$ cat config.mk
export PLATFORM = sky130hd
export DESIGN_NAME = xfer_seq
export DESIGN_NICKNAME = d
export VERILOG_FILES = /design/src/rtl/xfer_seq_pkg.sv /design/src/rtl/xfer_addr_unit.sv /design/src/rtl/xfer_cnt_unit.sv /design/src/rtl/xfer_ctl.sv /design/src/rtl/xfer_seq.sv
export SDC_FILE = /design/constraint.sdc
export NUM_CORES = 1
export LEC_CHECK = 0
export ABC_AREA = 1
export CORE_ASPECT_RATIO = 1.25
export CORE_MARGIN = 8
export CORE_UTILIZATION = 24
export DETAILED_ROUTE_END_ITERATION = 8
export PLACE_DENSITY = 0.48
export RECOVER_POWER = 100
export SKIP_LAST_GASP = 1
export SYNTH_ARGS = -nofsm -noshare
export SYNTH_HDL_FRONTEND = slang
export SYNTH_SLANG_ARGS = --single-unit
$ cat constraint.sdc
create_clock -name clk_i -period 2 [get_ports clk_i]
set_input_delay 0.6 -clock clk_i [delete_from_list [all_inputs] [get_ports clk_i]]
set_output_delay 0.6 -clock clk_i [all_outputs]
set_load 0.02 [all_outputs]
$ cat src/rtl/xfer_seq_pkg.sv
package xfer_seq_pkg;
  typedef enum logic [1:0] {
    XM_NORMAL = 2'd0,
    XM_REPEAT = 2'd1,
    XM_BLOCK  = 2'd2,
    XM_RSVD   = 2'd3
  } xfer_mode_e;

  // Lower/upper split of count word A applies in repeat and block modes
  function automatic logic mode_split(xfer_mode_e m);
    return (m == XM_REPEAT) || (m == XM_BLOCK);
  endfunction
endpackage

$ cat src/rtl/xfer_addr_unit.sv
module xfer_addr_unit #(
  parameter int AW = 24
) (
  input  logic          clk_i,
  input  logic          rst_ni,
  input  logic          load_i,
  input  logic [AW-1:0] ld_addr_i,
  input  logic          ld_hold_i,
  input  logic          word_i,
  input  logic          step_i,
  input  logic          restore_i,
  output logic [AW-1:0] addr_o
);
  logic [AW-1:0] addr_q, start_q;
  logic          hold_q;
  logic [AW-1:0] inc;

  assign inc = word_i ? AW'(2) : AW'(1);

  always_ff @(posedge clk_i or negedge rst_ni) begin
    if (!rst_ni) begin
      addr_q  <= '0;
      start_q <= '0;
      hold_q  <= 1'b0;
    end else if (load_i) begin
      addr_q  <= ld_addr_i;
      start_q <= ld_addr_i;
      hold_q  <= ld_hold_i;
    end else if (step_i) begin
      if (restore_i)   addr_q <= start_q;
      else if (!hold_q) addr_q <= addr_q + inc;
    end
  end

  assign addr_o = addr_q;
endmodule

$ cat src/rtl/xfer_cnt_unit.sv
module xfer_cnt_unit
  import xfer_seq_pkg::*;
#(
  parameter int CW = 16
) (
  input  logic          clk_i,
  input  logic          rst_ni,
  input  logic          load_i,
  input  logic [CW-1:0] ld_a_i,
  input  logic [CW-1:0] ld_b_i,
  input  xfer_mode_e    mode_i,
  input  logic          step_i,
  output logic [CW-1:0] cnt_a_o,
  output logic [CW-1:0] cnt_b_o,
  output logic          wrap_o,
  output logic          last_o
);
  localparam int HW = CW / 2;
  localparam logic [CW-1:0] ONE_F = CW'(1);
  localparam logic [HW-1:0] ONE_H = HW'(1);

  logic [CW-1:0] a_q, b_q;
  logic [HW-1:0] lo, hi;
  logic          split, lo_last;

  assign lo      = a_q[HW-1:0];
  assign hi      = a_q[CW-1:HW];
  assign split   = mode_split(mode_i);
  assign lo_last = (lo == ONE_H);
  assign wrap_o  = split && lo_last;

  always_comb begin
    unique case (mode_i)
      XM_REPEAT: last_o = 1'b0;
      XM_BLOCK:  last_o = lo_last && (b_q == ONE_F);
      default:   last_o = (a_q == ONE_F);
    endcase
  end

  always_ff @(posedge clk_i or negedge rst_ni) begin
    if (!rst_ni) begin
      a_q <= '0;
      b_q <= '0;
    end else if (load_i) begin
      a_q <= ld_a_i;
      b_q <= ld_b_i;
    end else if (step_i) begin
      if (!split)       a_q <= a_q - ONE_F;
      else if (lo_last) a_q[HW-1:0] <= hi;
      else              a_q[HW-1:0] <= lo - ONE_H;
      if (mode_i == XM_BLOCK && lo_last) b_q <= b_q - ONE_F;
    end
  end

  assign cnt_a_o = a_q;
  assign cnt_b_o = b_q;
endmodule

$ cat src/rtl/xfer_ctl.sv
module xfer_ctl
  import xfer_seq_pkg::*;
(
  input  logic       clk_i,
  input  logic       rst_ni,
  input  logic       load_i,
  input  xfer_mode_e ld_mode_i,
  input  logic       ld_word_i,
  input  logic       ld_err_i,
  input  logic       strobe_i,
  input  logic       last_i,
  output logic       step_o,
  output xfer_mode_e mode_o,
  output logic       word_o,
  output logic       active_o,
  output logic       done_o,
  output logic       err_o
);
  xfer_mode_e mode_q;
  logic       word_q, active_q, done_q, err_q;

  // load wins over strobe
  assign step_o = strobe_i && active_q && !load_i;

  always_ff @(posedge clk_i or negedge rst_ni) begin
    if (!rst_ni) begin
      mode_q   <= XM_NORMAL;
      word_q   <= 1'b0;
      active_q <= 1'b0;
      done_q   <= 1'b0;
      err_q    <= 1'b0;
    end else begin
      done_q <= step_o && last_i;
      if (load_i) begin
        mode_q   <= ld_mode_i;
        word_q   <= ld_word_i;
        err_q    <= ld_err_i;
        active_q <= !ld_err_i;
      end else if (step_o && last_i) begin
        active_q <= 1'b0;
      end
    end
  end

  assign mode_o   = mode_q;
  assign word_o   = word_q;
  assign active_o = active_q;
  assign done_o   = done_q;
  assign err_o    = err_q;
endmodule

$ cat src/rtl/xfer_seq.sv
module xfer_seq
  import xfer_seq_pkg::*;
#(
  parameter int AW = 24,
  parameter int CW = 16
) (
  input  logic          clk_i,
  input  logic          rst_ni,
  input  logic          load_i,
  input  logic [1:0]    ld_mode_i,
  input  logic          ld_word_i,
  input  logic          ld_src_hold_i,
  input  logic          ld_dst_hold_i,
  input  logic [AW-1:0] ld_src_i,
  input  logic [AW-1:0] ld_dst_i,
  input  logic [CW-1:0] ld_cnt_a_i,
  input  logic [CW-1:0] ld_cnt_b_i,
  input  logic          strobe_i,
  output logic [AW-1:0] src_o,
  output logic [AW-1:0] dst_o,
  output logic [CW-1:0] cnt_a_o,
  output logic [CW-1:0] cnt_b_o,
  output logic          active_o,
  output logic          done_o,
  output logic          addr_err_o
);
  localparam int NADDR = 2;

  xfer_mode_e    mode_q;
  logic          word_q, step, wrap, last, ld_err, restore;
  logic [AW-1:0] ld_addr [NADDR];
  logic          ld_hold [NADDR];
  logic [AW-1:0] addr    [NADDR];

  assign ld_addr[0] = ld_src_i;
  assign ld_addr[1] = ld_dst_i;
  assign ld_hold[0] = ld_src_hold_i;
  assign ld_hold[1] = ld_dst_hold_i;
  assign ld_err     = ld_word_i && (ld_src_i[0] || ld_dst_i[0]);
  assign restore    = (mode_q == XM_REPEAT) && wrap;

  xfer_ctl u_ctl (
    .clk_i     (clk_i),
    .rst_ni    (rst_ni),
    .load_i    (load_i),
    .ld_mode_i (xfer_mode_e'(ld_mode_i)),
    .ld_word_i (ld_word_i),
    .ld_err_i  (ld_err),
    .strobe_i  (strobe_i),
    .last_i    (last),
    .step_o    (step),
    .mode_o    (mode_q),
    .word_o    (word_q),
    .active_o  (active_o),
    .done_o    (done_o),
    .err_o     (addr_err_o)
  );

  xfer_cnt_unit #(.CW(CW)) u_cnt (
    .clk_i   (clk_i),
    .rst_ni  (rst_ni),
    .load_i  (load_i),
    .ld_a_i  (ld_cnt_a_i),
    .ld_b_i  (ld_cnt_b_i),
    .mode_i  (mode_q),
    .step_i  (step),
    .cnt_a_o (cnt_a_o),
    .cnt_b_o (cnt_b_o),
    .wrap_o  (wrap),
    .last_o  (last)
  );

  for (genvar g = 0; g < NADDR; g++) begin : g_addr
    xfer_addr_unit #(.AW(AW)) u_addr (
      .clk_i     (clk_i),
      .rst_ni    (rst_ni),
      .load_i    (load_i),
      .ld_addr_i (ld_addr[g]),
      .ld_hold_i (ld_hold[g]),
      .word_i    (word_q),
      .step_i    (step),
      .restore_i (restore),
      .addr_o    (addr[g])
    );
  end

  assign src_o = addr[0];
  assign dst_o = addr[1];
endmodule

After elaboration in Yosys (flattened, before gate mapping)

Index checks and enable logic that the tools add are counted.

Flip-flop bits (word level): 136
Input port bits: 89
Output and inout port bits: 83
Word-level logic and storage cells: 66

Add/subtract/negate cells: 5
Equal/unequal tests: 8
Multiplexer cells: 20
Reduce and logical (&&, ||, !) cells: 19

Operators by type and width:

| kind                                                 | number |
|---|---|
| 2-to-1 mux 24 bit                                    | 8 |
| 2-to-1 mux 16 bit                                    | 5 |
| adder 24 bit                                         | 2 |
| equality test 16 x 1 -> 1 bit, second input constant | 2 |
| subtractor 16 x 1 -> 16 bit, second input constant   | 2 |
| 2-to-1 mux 8 bit                                     | 3 |
| equality test 8 x 1 -> 1 bit, second input constant  | 1 |
| logical AND 1 bit                                    | 8 |
| AND reduction 2 bit                                  | 4 |
| subtractor 8 x 1 -> 8 bit, second input constant     | 1 |
| nonzero test 2 bit                                   | 3 |
| != test 3 x 2 -> 1 bit, second input constant        | 1 |
| != test 3 bit, second input constant                 | 1 |
| equality test 2 x 1 -> 1 bit, second input constant  | 1 |
| equality test 2 bit, second input constant           | 1 |
| zero test 1 bit                                      | 2 |
| logical OR 1 bit                                     | 2 |
| 2-to-1 mux 1 bit                                     | 2 |
| 2-to-1 mux 2 bit                                     | 1 |
| != test 2 bit, second input constant                 | 1 |
| one-hot mux 1 bit (2 select lines)                   | 1 |

Logic depth before layout (Yosys ltp)

Depth after elaboration: 7
Gate-level depth with buffers: 14
Depth with buffers taken out: 14

Modules after synthesis

From an unflattened synthesis, not the netlist that was laid out.

Cell total of the unflattened synthesis: 1,250
Area total of the unflattened synthesis: 8,642.0 um^2

By module, submodules not included:

| module                             | times used | cells each | area an instance (um^2) | sequential area each (um^2) |
|---|---|---|---|---|
| xfer_addr_unit at g_addr[1].u_addr | 1          | 418        | 2,957.8                 | 1,226.2 |
| xfer_addr_unit at g_addr[0].u_addr | 1          | 408        | 2,942.8                 | 1,226.2 |
| xfer_cnt_unit                      | 1          | 390        | 2,478.6                 | 800.8 |
| xfer_ctl                           | 1          | 29         | 241.5                   | 150.1 |
| xfer_seq                           | 1          | 5          | 21.3                    | 0.0 |

Worst setup path before layout

No wires, ideal clock.

Path kind: register to register
From: register u_ctl.word_q (netlist: u_ctl.word_o)
To: register g_addr[0].u_addr.addr_q[16]
Library setup time: 122 ps
Arrival: 2,007 ps
Required time: 1,878 ps
Slack: -129 ps
Cell stages (with the launch flop): 15
Buffers on the path: 0
Period minus slack after synthesis: 2,129 ps
Path through: dfrtp_1 > inv_1 > ha_1 > inv_1 > fa_1 > inv_1 > nand2_1 > nor2_2 > nand2_1 > nor2_1 > nand2_1 > nand2_1 > nand3_1 > nand2_1 > a21oi_1

Word-level cells in the longest chain between the ends: 6

RTL lines:

| what                     | RTL line             | text |
|---|---|---|
| start: declaration       | xfer_ctl.sv:20       | `logic word_q, active_q, done_q, err_q;` |
| start signal: assignment | xfer_ctl.sv:36       | `word_q <= ld_word_i;` |
| 2-to-1 mux 2 bit         | xfer_addr_unit.sv:18 | `assign inc = word_i ? AW'(2) : AW'(1);` |
| adder 24 bit             | xfer_addr_unit.sv:31 | `else if (!hold_q) addr_q <= addr_q + inc;` |
| 2-to-1 mux 24 bit        | xfer_addr_unit.sv:31 |  |
| 2-to-1 mux 24 bit        | xfer_addr_unit.sv:30 | `if (restore_i) addr_q <= start_q;` |
| 2-to-1 mux 24 bit        | xfer_addr_unit.sv:29 | `end else if (step_i) begin` |
| 2-to-1 mux 24 bit        | xfer_addr_unit.sv:25 | `end else if (load_i) begin` |
| end signal: assignment   | xfer_addr_unit.sv:26 | `addr_q <= ld_addr_i;` |
| end signal: assignment   | xfer_addr_unit.sv:30 |  |
| end signal: assignment   | xfer_addr_unit.sv:31 |  |
| end: declaration         | xfer_addr_unit.sv:14 | `logic [AW-1:0] addr_q, start_q;` |

No other way between the ends. The select of a mux whose other input is x is not followed.
A chain may end at the register's enable or synchronous reset.

Final worst setup path

From: register u_ctl.word_q (netlist: u_ctl.word_o)
To: register g_addr[1].u_addr.addr_q[16]

Word-level cells in the longest chain between the ends: 6

RTL lines:

| what                   | RTL line |
|---|---|
| 2-to-1 mux 2 bit       | xfer_addr_unit.sv:18 |
| adder 24 bit           | xfer_addr_unit.sv:31 |
| 2-to-1 mux 24 bit      | xfer_addr_unit.sv:31 |
| 2-to-1 mux 24 bit      | xfer_addr_unit.sv:30 |
| 2-to-1 mux 24 bit      | xfer_addr_unit.sv:29 |
| 2-to-1 mux 24 bit      | xfer_addr_unit.sv:25 |
| end signal: assignment | xfer_addr_unit.sv:26 |
| end signal: assignment | xfer_addr_unit.sv:30 |
| end signal: assignment | xfer_addr_unit.sv:31 |
| end: declaration       | xfer_addr_unit.sv:14 |

No other way between the ends. The select of a mux whose other input is x is not followed.

==> results.sh <==
export IMPL_status="complete, but fails checks"
export IMPL_violations="max-capacitance violations, max-slew violations, negative setup slack"
export IMPL_place_ws_ps=-217.6
export IMPL_dr_pass1_iters=5
export IMPL_dpl_hpwl_mm=22.55
export IMPL_grt_max_degree=53
export IMPL_grt_remaining_overflow=0
export IMPL_drt_wirelength_per_cell_um=16.62
export IMPL_worst_pin_slew_ps=1742
export IMPL_hold_viol_final=0
export IMPL_synth_edf_count=0
export IMPL_die_width_um=181.2
export IMPL_ys_ff_latch=136
export IMPL_rows=75
export IMPL_synth_ff_type="dfrtp_1"
export IMPL_cp_max_fo=5
export IMPL_criticalPathCategory="reg2reg"
export IMPL_ctsHoldBuffers=0
export IMPL_yosysTopAreaCellShare_pct=41.55
export IMPL_clockBufferDepth=2
export IMPL_synthArstFlopShare_pct=100.0
export IMPL_post_route_util_pct=34.81
export IMPL_fp_dieArea_um2=40330
export IMPL_fin_nets=1502
export IMPL_area_growth_pct=42.77
export IMPL_dr_first_iter_drc_count=504
export IMPL_syn_avg_cell_area_um2=6.988
export IMPL_crit_path_end_kind="flip-flop"
export IMPL_peakVddDrop_uv=478.6
export IMPL_cap_violations=1
export IMPL_clk_latency_ps=420
export IMPL_cp_common_cell="inv_2"
export IMPL_maxSlewHeadroom_pct=-16.15
export IMPL_start_util_pct=24.38
export IMPL_synthCells=1172
export IMPL_grt_pass1_wl_mm=47.70
export IMPL_clock_sinks=136
export IMPL_synthTopCellsByArea="dfrtp_1 (42%), nand2_1 (16%), nor2_1 (6.4%), o21ai_0 (6.2%), inv_1 (5.2%)"
export IMPL_hold_path_class="reg2reg"
export IMPL_critPathArrivalTime_ps=2400
export IMPL_drv_slew=26
export IMPL_min_period_ps=2050
export IMPL_core_um2=33590
export IMPL_ant_nets=0
export IMPL_dr_total_vias=8488
export IMPL_period_share_pct=102.5
export IMPL_h_tree_depth=4
export IMPL_cts_tree="done"
export IMPL_path_cells="inv_2, ha_4, inv_2, fa_2, nor2_4, nand2_4, buf_6, nor3_4, nand3b_1, nand2_1, a21oi_1"
export IMPL_grtUsageTotal_pct=14.87
export IMPL_wirelength_mm=30.55
export IMPL_yosysWarnings=0
export IMPL_viasPerCell=4.618
export IMPL_ys_seq_area_share_pct=41.55
export IMPL_io_buffers=171
export IMPL_cts_root_buf="clkbuf_16"
export IMPL_max_freq_mhz=487.9
export IMPL_cts_buffers=17
export IMPL_powerDensity_nw_per_um2=863.5
export IMPL_fp_dieH_um=222.5
export IMPL_synth_most_common_cell="nand2_1"
export IMPL_grt_pass1_vias=8561
export IMPL_drive_gt1_share_pct=12.31
export IMPL_syn_area_um2=8190
export IMPL_yosysTopAreaCell="dfrtp_1"
export IMPL_synth_common_cells="nand2_1 (358), nor2_1 (139), dfrtp_1 (136)"
export IMPL_clk_pin_slew_ps=70
export IMPL_rsz0062_at_grt="yes"
export IMPL_skew_ps=10.54
export IMPL_max_stage_delay_ps=390
export IMPL_place_congestion=0.8480
export IMPL_p_leak_uw=0.005566
export IMPL_setup_viol=4
export IMPL_timing_critical_path_required_ps=2350
export IMPL_ys_types=42
export IMPL_num_io_pins=172
export IMPL_syn_nets=1273
export IMPL_antenna_found_initial=5
export IMPL_crit_slowest_cell="fa_2"
export IMPL_cp_start_kind="flip-flop"
export IMPL_drc=0
export IMPL_fin_ws_ps=-49.55
==> final timing paths <==
path	endpoint	depth (start not counted)	slack (ps)	from
worst max register to register	g_addr[1].u_addr.addr_o[16]$_DFFE_PN0P_	11	-50	u_ctl.word_o$_DFFE_PN0P_
worst min register to register	g_addr[0].u_addr.start_q[5]$_DFFE_PN0P_	2	460	g_addr[0].u_addr.start_q[5]$_DFFE_PN0P_
max in group asynchronous	u_cnt.cnt_b_o[6]$_DFFE_PN0P_	2	210	rst_ni
worst min-delay path	g_addr[0].u_addr.start_q[5]$_DFFE_PN0P_	2	460	g_addr[0].u_addr.start_q[5]$_DFFE_PN0P_
min in group asynchronous	u_cnt.cnt_a_o[9]$_DFFE_PN0P_	1	630	rst_ni
worst max-delay path	g_addr[1].u_addr.addr_o[16]$_DFFE_PN0P_	11	-50	u_ctl.word_o$_DFFE_PN0P_
==> layout make-up <==
| type | instances | area (um^2) |
|---|---|---|
| Tap cell | 423 | 529.3 |
| Fill cell | 3665 | 21900 |
| Antenna cell | 1 | 2.502 |
| Inverter | 119 | 455.4 |
| Timing Repair Buffer | 252 | 2395 |
| Sequential cell | 136 | 3403 |
| Clock buffer | 18 | 439.2 |
| Multi-Input combinational cell | 875 | 4319 |
| Clock inverter | 14 | 150.1 |
==> per-layer routing <==
layer	track usage [%]	routed length [um]
met1	17.52	13140
met2	25.64	14890
met3	4.784	2043
met4	3.894	446
met5	0	37
==> cells in the final DEF, fill, tap and decap left out, drive strengths merged, types with 2 or more instances in the layout <==
cell,n
xnor2,4
dfrtp,136
o221ai,3
or2,4
clkbuf,20
o211ai,17
bufinv,2
buf,81
clkinv,5
nand2,363
inv,119
nor3,12
nor2,146
o21bai,3
a31oi,12
clkdlybuf4s50,87
o22ai,3
nand3,72
nand3b,18
fa,2
dlygate4sd2,82
a21oi,66
clkinvlp,7
nand4,10
o21ai,111
a22oi,2
xor2,12
ha,10
==> power breakdown <==
| group | switching (uW) | internal (uW) | leakage (uW) |
|---|---|---|---|
| combinational | 1950 | 1340 | 0.00368 |
| clock | 1360 | 1880 | 0.000271 |
| sequential | 422 | 3140 | 0.00161 |
| total | 3740 | 6360 | 0.00557 |
==> logic make-up after synthesis <==
| family | synth area share [%] |
|---|---|
| XOR/XNOR | 1.711 |
| adder cells (fa/ha/maj) | 2.017 |
| buffers and inverters | 8.005 |
| AND/OR/NAND/NOR | 32.03 |
| AO/OA/AOI/OAI | 14.68 |
| flip-flops | 41.55 |
==> registers in the layout (all words and copies together), names as in the netlist <==
name / cells
u_cnt.cnt_a_o: 16
u_ctl.err_o: 1
u_ctl.done_o: 1
u_cnt.cnt_b_o: 16
g_addr.u_addr.start_q: 48
u_ctl.word_o: 1
g_addr.u_addr.hold_q: 2
g_addr.u_addr.addr_o: 48
u_ctl.active_o: 1
u_ctl.mode_o: 2
==> per-stage QoR <==
stage / hold slack (ps) / std cells / power, uW / setup TNS, ps / area [um^2]
after floorplan: 304.4 / 1172 / 5281 / 0 / 8200
after global placement: 444.0 / 1797 / 6992 / -2890 / 10930
after detailed placement: 450.6 / 1797 / 7013 / -3928 / 10930
after CTS: 38.15 / 1832 / 10140 / -278.8 / 11510
after global routing: 478.0 / 1837 / 10760 / -3760 / 11690
final: 462.4 / 1838 / 10100 / -94.43 / 11690
==> worst max-delay path: cells and delay by family, from the launching register on <==
family / cells / cell delay, ps
simple gates: 5 / 620
compound gates: 1 / 140
fa+ha+maj: 2 / 540
buf+inv: 3 / 300
flops: 1 / 380
==> repair_timing <==
item / 4_1_cts / 5_1_grt
pin swaps: 6 / 18
resized for setup: 101 / 38
setup endpoints to repair: 95 / 22
buffers inserted: 3 / 6
gates cloned: 0 / 1
(Power assumes the default switching activity.)
